File: config.mk
export PLATFORM = sky130hd
export DESIGN_NAME = vram_seq
export DESIGN_NICKNAME = d
export VERILOG_FILES = /design/src/rtl/vseq_pkg.sv /design/src/rtl/vseq_pixdiv.sv /design/src/rtl/vseq_reqslot.sv /design/src/rtl/vseq_phase_fsm.sv /design/src/rtl/vseq_busdrv.sv /design/src/rtl/vram_seq.sv
export SDC_FILE = /design/constraint.sdc
export NUM_CORES = 1
export LEC_CHECK = 0
export ABC_AREA = 1
export BUFFER_PORTS_ARGS = -buffer_cell sky130_fd_sc_hd__buf_2
export CAP_MARGIN = 40
export CELL_PAD_IN_SITES_DETAIL_PLACEMENT = 0
export CELL_PAD_IN_SITES_GLOBAL_PLACEMENT = 1
export CORE_MARGIN = 2
export CORE_UTILIZATION = 43
export DETAILED_ROUTE_END_ITERATION = 10
export PLACE_DENSITY_LB_ADDON = 0.1
export SLEW_MARGIN = 20
export SYNTH_ARGS = -nofsm -noshare
export SYNTH_HDL_FRONTEND = slang
export SYNTH_HIERARCHICAL = 1
export SYNTH_SLANG_ARGS = --single-unit
File: constraint.sdc
create_clock -name clk -period 2.3 [get_ports clk]
set_input_delay 0.46 -clock clk [delete_from_list [all_inputs] [get_ports clk]]
set_output_delay 0.46 -clock clk [all_outputs]
set_load 0.005 [all_outputs]
File: src/rtl/vseq_pkg.sv
package vseq_pkg;
  typedef enum logic [2:0] {
    PH_IDLE,
    PH_SYNC,
    PH_ALE,
    PH_GAP,
    PH_STB
  } vseq_phase_e;
endpackage

File: src/rtl/vseq_pixdiv.sv
module vseq_pixdiv #(
  parameter int HALF_CLKS = 2
) (
  input  logic clk,
  input  logic rst_n,
  output logic hp_tick
);
  localparam int CW = (HALF_CLKS > 1) ? $clog2(HALF_CLKS) : 1;
  logic [CW-1:0] cnt_q;

  assign hp_tick = (cnt_q == CW'(HALF_CLKS - 1));

  always_ff @(posedge clk or negedge rst_n) begin
    if (!rst_n)       cnt_q <= '0;
    else if (hp_tick) cnt_q <= '0;
    else              cnt_q <= cnt_q + CW'(1);
  end
endmodule

File: src/rtl/vseq_reqslot.sv
module vseq_reqslot #(
  parameter int ADDR_W = 14,
  parameter int DATA_W = 8
) (
  input  logic              clk,
  input  logic              rst_n,
  input  logic              in_valid,
  output logic              in_ready,
  input  logic              in_write,
  input  logic [ADDR_W-1:0] in_addr,
  input  logic [DATA_W-1:0] in_data,
  input  logic              take,
  output logic              slot_valid,
  output logic              slot_write,
  output logic [ADDR_W-1:0] slot_addr,
  output logic [DATA_W-1:0] slot_data
);
  assign in_ready = !slot_valid;

  always_ff @(posedge clk or negedge rst_n) begin
    if (!rst_n) begin
      slot_valid <= 1'b0;
      slot_write <= 1'b0;
      slot_addr  <= '0;
      slot_data  <= '0;
    end else if (take) begin
      slot_valid <= 1'b0;
    end else if (in_valid && in_ready) begin
      slot_valid <= 1'b1;
      slot_write <= in_write;
      slot_addr  <= in_addr;
      slot_data  <= in_data;
    end
  end
endmodule

File: src/rtl/vseq_phase_fsm.sv
module vseq_phase_fsm
  import vseq_pkg::*;
#(
  parameter int SYNC_HP = 2,
  parameter int ALE_HP  = 2,
  parameter int GAP_HP  = 1,
  parameter int STB_HP  = 2
) (
  input  logic        clk,
  input  logic        rst_n,
  input  logic        hp_tick,
  input  logic        start,
  output vseq_phase_e phase,
  output logic        idle,
  output logic        seq_end
);
  localparam int M1     = (SYNC_HP > ALE_HP) ? SYNC_HP : ALE_HP;
  localparam int M2     = (GAP_HP > STB_HP) ? GAP_HP : STB_HP;
  localparam int MAXLEN = (M1 > M2) ? M1 : M2;
  localparam int CW     = $clog2(MAXLEN + 1);

  logic [CW-1:0] cnt_q;
  logic [CW-1:0] cur_len;
  logic          last;
  vseq_phase_e   nxt;

  always_comb begin
    cur_len = CW'(1);
    nxt     = PH_IDLE;
    case (phase)
      PH_SYNC: begin cur_len = CW'(SYNC_HP); nxt = PH_ALE;  end
      PH_ALE:  begin cur_len = CW'(ALE_HP);  nxt = PH_GAP;  end
      PH_GAP:  begin cur_len = CW'(GAP_HP);  nxt = PH_STB;  end
      PH_STB:  begin cur_len = CW'(STB_HP);  nxt = PH_IDLE; end
      default: begin cur_len = CW'(1);       nxt = PH_IDLE; end
    endcase
  end

  assign last    = (cnt_q == (cur_len - CW'(1)));
  assign idle    = (phase == PH_IDLE);
  assign seq_end = (phase == PH_STB) && hp_tick && last;

  always_ff @(posedge clk or negedge rst_n) begin
    if (!rst_n) begin
      phase <= PH_IDLE;
      cnt_q <= '0;
    end else if (phase == PH_IDLE) begin
      cnt_q <= '0;
      if (start) phase <= PH_SYNC;
    end else if (hp_tick) begin
      if (last) begin
        phase <= nxt;
        cnt_q <= '0;
      end else begin
        cnt_q <= cnt_q + CW'(1);
      end
    end
  end
endmodule

File: src/rtl/vseq_busdrv.sv
module vseq_busdrv
  import vseq_pkg::*;
#(
  parameter int ADDR_W = 14,
  parameter int DATA_W = 8
) (
  input  logic                     clk,
  input  logic                     rst_n,
  input  logic                     start,
  input  logic                     in_write,
  input  logic [ADDR_W-1:0]        in_addr,
  input  logic [DATA_W-1:0]        in_data,
  input  vseq_phase_e              phase,
  input  logic                     seq_end,
  input  logic [DATA_W-1:0]        bus_in,
  output logic [DATA_W-1:0]        bus_out,
  output logic                     bus_oe,
  output logic [ADDR_W-DATA_W-1:0] addr_hi,
  output logic                     ale,
  output logic                     wr_n,
  output logic                     rd_n,
  output logic                     rd_valid,
  output logic [DATA_W-1:0]        rd_data
);
  logic              op_wr_q;
  logic [ADDR_W-1:0] op_addr_q;
  logic [DATA_W-1:0] op_data_q;
  logic              in_stb;

  always_ff @(posedge clk or negedge rst_n) begin
    if (!rst_n) begin
      op_wr_q   <= 1'b0;
      op_addr_q <= '0;
      op_data_q <= '0;
    end else if (start) begin
      op_wr_q   <= in_write;
      op_addr_q <= in_addr;
      op_data_q <= in_data;
    end
  end

  assign in_stb  = (phase == PH_STB);
  assign ale     = (phase == PH_ALE);
  assign wr_n    = !(in_stb && op_wr_q);
  assign rd_n    = !(in_stb && !op_wr_q);
  assign bus_oe  = ale || (in_stb && op_wr_q);
  assign addr_hi = op_addr_q[ADDR_W-1:DATA_W];

  always_comb begin
    if (ale)                    bus_out = op_addr_q[DATA_W-1:0];
    else if (in_stb && op_wr_q) bus_out = op_data_q;
    else                        bus_out = '0;
  end

  always_ff @(posedge clk or negedge rst_n) begin
    if (!rst_n) begin
      rd_valid <= 1'b0;
      rd_data  <= '0;
    end else begin
      rd_valid <= seq_end && !op_wr_q;
      if (seq_end && !op_wr_q) rd_data <= bus_in;
    end
  end
endmodule

File: src/rtl/vram_seq.sv
module vram_seq
  import vseq_pkg::*;
#(
  parameter int ADDR_W    = 14,
  parameter int DATA_W    = 8,
  parameter int HALF_CLKS = 2,
  parameter int SYNC_HP   = 2,
  parameter int ALE_HP    = 2,
  parameter int GAP_HP    = 1,
  parameter int STB_HP    = 2
) (
  input  logic                     clk,
  input  logic                     rst_n,
  input  logic                     req_valid,
  output logic                     req_ready,
  input  logic                     req_write,
  input  logic [ADDR_W-1:0]        req_addr,
  input  logic [DATA_W-1:0]        req_data,
  output logic                     busy,
  output logic                     rd_valid,
  output logic [DATA_W-1:0]        rd_data,
  output logic [DATA_W-1:0]        vbus_out,
  input  logic [DATA_W-1:0]        vbus_in,
  output logic                     vbus_oe,
  output logic [ADDR_W-DATA_W-1:0] vaddr_hi,
  output logic                     ale,
  output logic                     wr_n,
  output logic                     rd_n
);
  logic              hp_tick;
  logic              slot_valid, slot_write;
  logic [ADDR_W-1:0] slot_addr;
  logic [DATA_W-1:0] slot_data;
  logic              start, fsm_idle, seq_end;
  vseq_phase_e       phase;

  assign start = slot_valid && fsm_idle;
  assign busy  = slot_valid || !fsm_idle;

  vseq_pixdiv #(.HALF_CLKS(HALF_CLKS)) u_div (
    .clk(clk), .rst_n(rst_n), .hp_tick(hp_tick)
  );

  vseq_reqslot #(.ADDR_W(ADDR_W), .DATA_W(DATA_W)) u_slot (
    .clk(clk), .rst_n(rst_n),
    .in_valid(req_valid), .in_ready(req_ready), .in_write(req_write),
    .in_addr(req_addr), .in_data(req_data), .take(start),
    .slot_valid(slot_valid), .slot_write(slot_write),
    .slot_addr(slot_addr), .slot_data(slot_data)
  );

  vseq_phase_fsm #(
    .SYNC_HP(SYNC_HP), .ALE_HP(ALE_HP), .GAP_HP(GAP_HP), .STB_HP(STB_HP)
  ) u_fsm (
    .clk(clk), .rst_n(rst_n), .hp_tick(hp_tick), .start(start),
    .phase(phase), .idle(fsm_idle), .seq_end(seq_end)
  );

  vseq_busdrv #(.ADDR_W(ADDR_W), .DATA_W(DATA_W)) u_bus (
    .clk(clk), .rst_n(rst_n), .start(start),
    .in_write(slot_write), .in_addr(slot_addr), .in_data(slot_data),
    .phase(phase), .seq_end(seq_end), .bus_in(vbus_in),
    .bus_out(vbus_out), .bus_oe(vbus_oe), .addr_hi(vaddr_hi),
    .ale(ale), .wr_n(wr_n), .rd_n(rd_n),
    .rd_valid(rd_valid), .rd_data(rd_data)
  );
endmodule

==> qor.yml, run 1 <==
run_status:
  outcome: "completed"
logic_synthesis:
  synth-async-reset-ratio_pct: 100.0
  yosysSeqAreaShare_pct: 54.99
  yosysMostFrequentCell: "nand2_1"
  synth_seq_cells: 62
  yosys_warnings: 6
  synth_area_sq_mm: 0.002821
  synth_area_leaders: "dfrtp_1 (55%), nand2_1 (15%), nand3_1 (5.3%)"
  avgSynthCellArea_sq_um: 8.602
  synth_cells: 328
  syn-num-nets: 362
  synth_top_area_share_pct: 54.99
  synth_common_cells: "nand2_1 (115), dfrtp_1 (62), inv_1 (33)"
  synthDistinctLibCells: 22
  synth_top_cell_by_area: "dfrtp_1"
  synth_edf_count: 0
  ys.flop_type: "dfrtp_1"
clock_tree:
  htree_levels: 3
  cts_buffers: 9
  cts.sink_count: 62
  clk_pin_slew_ns: 0.07
  clk_latency_ns: 0.33
  cts_hold_buf: 0
  cts_max_path_buffers: 2
  cts-root-buf: "clkbuf_8"
  post_cts_resized: 0
  post_cts_buffers: 0
  cts_tree: "built"
timing:
  hold_viol_final: 0
  min_period_over_period_pct: 83.10
  max_freq_ghz: 0.5232
  setup-tns-final_ns: 0
  skew_ns: 0.008809
  layout_min_cycle_time_ns: 1.911
  tightest_slew_ns: 0.4315
  rsz0062_at_grt: "false"
  slew_headroom_pct: 71.13
  drv_slew: 0
  setup_viol: 0
drt:
  drc_errors: 0
  viasPerCell: 4.784
  final_antenna_net_count: 0
  firstDrtPassIters: 5
  wl_mm: 5.785
  wl_per_cell_um: 12.36
  vias: 2239
  drtIter0Drc: 100
global_routing:
  grt_pass1_vias: 2184
  antenna_found_initial: 0
  grtUsageTotal_pct: 17.61
  grt_pass1_wl_mm: 10.05
  grt_start_max_net_pins: 63
  grt_overflow: 0
placement:
  hpwl_mm: 3.963
  io_buffers: 62
  gp_congestion: 0.7568
worst_setup_path:
  cp_data_arrival_time_ns: 1.45
  cp_max_fo: 11
  crit_path_end_kind: "output pin"
  cp-startpoint: "u_fsm/phase[1]"
  r2r_cells: 11
  endpoint: "vbus_out[2]"
  critPathLaunchType: "register"
  rr_endpoint: "u_bus/rd_data[1]"
  crit_type: "reg2out"
  r2r_start: "u_fsm/phase[0]"
  crit_required_ns: 1.84
  reg2reg_setup_slack_ns: 0.48
floorplan:
  die_y_um: 85.01
  rows: 29
  coreArea_sq_mm: 0.006350
  die_area_sq_mm: 0.007226
  fp.dieW_um: 85.01
  start_util_pct: 44.43
  io_pins: 63
power:
  vdd_drop_max_uv: 625.1
  p_leak_nw: 1.813
  p_per_area_mw_per_mm2: 1345
finish:
  seq_area_sq_mm: 0.001551
  diodes: 0
  multi_input_area_sq_um: 954.7
  layout-drive-gt1-share_pct: 25.06
  fin_nets: 421
  final_util_pct: 52.55
  area_growth_pct: 18.27
  fillers: 648
flow_run:
  drv_cap: 0
worst_hold_path:
  min_path_type: "in2async"
==> routing by layer <==
layer,wire length [um],global-route usage (%)
met1,2786,24.22
met2,2651,27.20
met3,280,3.405
met4,65,7.792
met5,0,0
==> worst max-delay path: stages, from the launching register on <==
cell and delay [ns]:
dfrtp_1 0.40, buf_4 0.20, nor2_8 0.18, nand4_1 0.14, nand2_1 0.10, buf_2 0.11
==> cells in the final DEF (no fill, tap or decap) <==
cell type	instances
nand2_1	115
buf_2	62
dfrtp_1	62
inv_1	33
nand3_1	30
o21ai_0	25
nand4_1	17
clkbuf_8	11
nor2_1	6
buf_4	5
nand2_2	4
inv_2	3
buf_12	2
nand3_2	2
a21oi_1	2
clkbuf_1	1
bufinv_16	1
clkinv_4	1
clkinv_2	1
clkinv_1	1
nor2_8	1
nand2_4	1
inv_6	1
nor2_2	1
or2_1	1
or2_4	1
nor2_4	1
==> registers in the layout, indices dropped and copies added, names as in the netlist <==
name	flops
u_fsm/phase	3
u_bus/op_wr_q	1
u_slot/slot_data	8
u_div/hp_tick	1
u_slot/slot_valid	1
u_bus/op_addr_q	14
u_slot/slot_addr	14
u_bus/rd_data	8
u_slot/slot_write	1
u_bus/rd_valid	1
u_fsm/cnt_q	2
u_bus/op_data_q	8
==> stage by stage <==
stage / cell area (sq um) / instances / total power (W) / hold slack [ns] / setup slack [ns]
after floorplan: 2821 / 328 / 0.003148 / 0.1644 / 0.7246
after global routing: 3337 / 468 / 0.004898 / 0.1614 / 0.2971
after CTS: 3337 / 468 / 0.004561 / 0.1361 / 0.3636
after global placement: 3138 / 453 / 0.003540 / 0.4359 / 0.5159
after detailed placement: 3138 / 453 / 0.003583 / 0.4388 / 0.4779
final: 3337 / 468 / 0.004490 / 0.1036 / 0.3888
==> power by group <==
| group | leakage [nW] | internal (W) | switching, W |
|---|---|---|---|
| clock network | 0.102 | 0.000554 | 0.000402 |
| logic | 0.942 | 0.000640 | 0.00104 |
| registers | 0.769 | 0.00156 | 0.000296 |
| total | 1.81 | 0.00275 | 0.00174 |
==> area by class of cell <==
type | count | share of cell area, %
Multi-Input combinational cell | 207 | 28.61
Timing Repair Buffer | 69 | 11.62
Tap cell | 77 | 2.887
Clock inverter | 3 | 1.312
Inverter | 38 | 4.424
Clock buffer | 12 | 4.649
Sequential cell | 62 | 46.49
==> cells by family after synthesis <==
family	Yosys count	synth area share, %
AO/OA/AOI/OAI	27	4.789
AND/OR/NAND/NOR	180	29.05
buffers and inverters	59	11.17
flip-flops	62	54.99
==> worst min-delay path by stage <==
stage / start / slack, ns / endpoint
floorplan: rst_n / 0.16 / u_bus/op_addr_q[0]
global placement: u_div/hp_tick / 0.44 / u_div/hp_tick
detailed placement: u_div/hp_tick / 0.44 / u_div/hp_tick
CTS: rst_n / 0.14 / u_div/hp_tick
global route: rst_n / 0.16 / u_fsm/cnt_q[0]
finish: rst_n / 0.10 / u_fsm/cnt_q[0]
Power figures use the tool's default switching activity.
==> run 2, diff against run 1 <==
- CORE_UTILIZATION: 43 -> 40
- clock period: 2.3 -> 1.95 ns (I/O delays scaled with it)
==> run 2 against run 1 <==
  * Flip-flop and latch count did not move
  * Sequential share of layout area fell by 0.41 points
  * Clock power rose by 17%
  * Via count fell by 0.63%
  * Combinational power rose by 20%
  * Largest cell class unchanged
  * Largest power group unchanged
  * Power rose by 18%
  * Final cell count rose by 4.5%
  * Sequential power rose by 17%
  * Final area rose by 0.90%
  * Critical path depth fell by 1
  * Global-route usage fell by 0.89 points
==> qor.yml, run 2 (synthesis results as in run 1) <==
run_status:
  outcome: "completed"
finish:
  largestRegisters: "u_bus/op_addr_q: 14 flops, u_slot/slot_addr: 14 flops"
  area_growth_pct: 19.33
  final_common_cell: "nand2_1"
  fin_nets: 423  # +0.48%
  fillers: 706  # +9.0%
  diodes: 0  # unchanged
  mostFrequentLayoutCells: "nand2_1 (115), buf_2 (62), dfrtp_1 (62)"
  layout-drive-gt1-share_pct: 25.70  # +0.64 points
worst_setup_path:
  critPathLaunchType: "register"
  cp_data_arrival_time_ns: 1.41  # -0.04 ns
  cp_cell_sequence: "clkinvlp_4 > nand4_1 > nand2_1 > buf_2"
  r2r_start: "u_fsm/phase[2]"
  critPathMaxStageDelay_ns: 0.51  # +0.11 ns
  reg2reg_setup_slack_ns: 0.33  # -0.15 ns
  crit_path_end_kind: "output pin"
  r2r_cells: 9  # -2
  crit_type: "reg2out"
  crit_required_ns: 1.56  # -0.28 ns
  cpMaxStageDelayCell: "dfrtp_1"
  rr_endpoint: "u_bus/rd_data[1]"
  cp_max_fo: 9  # -2
clock_tree:
  clk_latency_ns: 0.33  # about the same
  cts_max_path_buffers: 2  # unchanged
  cts-root-buf: "clkbuf_8"
  cts_buffers: 9  # unchanged
  cts_tree: "built"
  post_cts_buffers: 0  # unchanged
  htree_levels: 3  # unchanged
  cts.sink_count: 62  # unchanged
  clk_pin_slew_ns: 0.07  # about the same
  cts_hold_buf: 0  # unchanged
  post_cts_resized: 0  # unchanged
floorplan:
  io_pins: 63  # unchanged
  fp.dieW_um: 87.99  # +3.5%
  die_y_um: 87.99  # +3.5%
  coreArea_sq_mm: 0.006794  # +7.0%
  die_area_sq_mm: 0.007741  # +7.1%
  start_util_pct: 41.53  # -2.9 points
  rows: 30  # +3.4%
placement:
  hpwl_mm: 4.077  # +2.9%
  io_buffers: 62  # unchanged
  gp_congestion: 0.8307  # +9.8%
timing:
  slew_headroom_pct: 69.54  # -1.6 points
  max_freq_ghz: 0.5544
  drv_slew: 0  # unchanged
  min_period_over_period_pct: 92.50
  setup-tns-final_ns: 0  # unchanged
  skew_ns: 0.01168  # +0.002875 ns
  hold_viol_final: 0  # unchanged
  setup_viol: 0  # unchanged
  tightest_slew_ns: 0.4552  # +0.02370 ns
  layout_min_cycle_time_ns: 1.804
  rsz0062_at_grt: "false"
drt:
  met1_length_mm: 2.825  # +1.4%
  wl_met2_mm: 2.736  # +3.2%
  dr_wl_met3_um: 285  # +1.8%
  drc_errors: 0  # unchanged
  highest_layer: "met4"
  firstDrtPassIters: 4  # -1
  final_antenna_net_count: 0  # unchanged
  vias: 2225  # -0.63%
  viasPerCell: 4.550  # -4.9%
  wl_per_cell_um: 12.17  # -1.6%
  drtIter0Drc: 63  # -37%
  wl_mm: 5.949  # +2.8%
power:
  p_per_area_mw_per_mm2: 1575  # +17%
  p_sw_share_pct: 38.76  # +0.074 points
  intPower_w: 0.003247  # +18%
  combPwrFrac_pct: 37.9  # +0.5 points
  clockPowerShare_pct: 21.1  # -0.2 points
  seq_power_share_pct: 40.9  # -0.4 points
  p_switching_w: 0.002056  # +18%
  vdd_drop_max_uv: 614.1  # -1.8%
  p_leak_nw: 1.820  # +0.34%
  finalPower_w: 0.005303  # +18%
global_routing:
  grt_pass1_vias: 2077  # -4.9%
  antenna_found_initial: 0  # unchanged
  grtUsageTotal_pct: 16.72  # -0.89 points
  grt_pass1_wl_mm: 9.798  # -2.5%
  grt_start_max_net_pins: 63  # unchanged
  grt_overflow: 0  # unchanged
flow_run:
  drv_cap: 0  # unchanged
worst_hold_path:
  min_path_type: "in2async"
[run 2: changes by cell type in the layout (fill, tap and decap cells not counted)]
cell / change
clkinv_1: -1
clkinvlp_4: +1
buf_4: +3
buf_12: -1
[run 2: cell type report]
| cell class | count | area, sq um | share of cell area, % |
|---|---|---|---|
| clock inverter | 3 | 43.79 | 1.301 |
| inverter | 38 | 151.4 | 4.496 |
| tap | 96 | 120.1 | 3.567 |
| multi-input combinational | 207 | 954.7 | 28.35 |
| sequential | 62 | 1551 | 46.08 |
| timing repair buffer | 71 | 390.4 | 11.59 |
| clock buffer | 12 | 155.1 | 4.608 |
[run 2: how the worst max path moves through the flow]
stage / depth (start not counted) / slack [ns] / endpoint / from
global route: 4 / 0.006 / vbus_oe / u_fsm/phase[2]
finish: 4 / 0.15 / vbus_out[4] / u_fsm/phase[2]
floorplan: 11 / 0.37 / u_bus/rd_data[0] / u_fsm/phase[0]
global placement: 9 / 0.46 / u_slot/slot_addr[3] / u_fsm/phase[0]
detailed placement: 9 / 0.40 / u_bus/rd_data[1] / u_fsm/phase[2]
CTS: 4 / 0.1 / vbus_oe / u_fsm/phase[2]
[run 2: critical path: cells and delay by family, from the launching register on]
kind	cells	cell delay [ns]
and+or+nand+nor	2	0.19
buffers and inverters	2	0.38
DFF	1	0.51
[run 2: routing by layer]
layer | vias to the layer above | GRT usage [%]
li1 | 1164 | -
met4 | 0 | 7.552
met5 | - | 0
met2 | 47 | 25.55
met3 | 6 | 3.582
met1 | 1008 | 22.87
[run 2: power by group through the flow]
stage                     logic (W)  clock network (W)  registers, W
after detailed placement    0.00205                  0       0.00219
after global routing        0.00233            0.00123       0.00224
after floorplan             0.00158                  0       0.00213
after global placement      0.00202                  0       0.00218
after CTS                   0.00206            0.00117       0.00217
final                       0.00201            0.00112       0.00217
[run 2: per-stage QoR]
stage	setup WS, ns	hold slack [ns]	std cells	util [%]	cell area (sq um)
2_1_floorplan	0.3746	0.09441	328	-	2821
3_3_place_gp	0.4553	0.4322	474	46.57	3164
3_5_place_dp	0.4007	0.4298	474	46.57	3164
4_1_cts	0.09690	0.07267	489	49.50	3363
5_1_grt	0.006371	0.08702	489	49.56	3367
6_report	0.1462	0.04448	489	49.56	3367
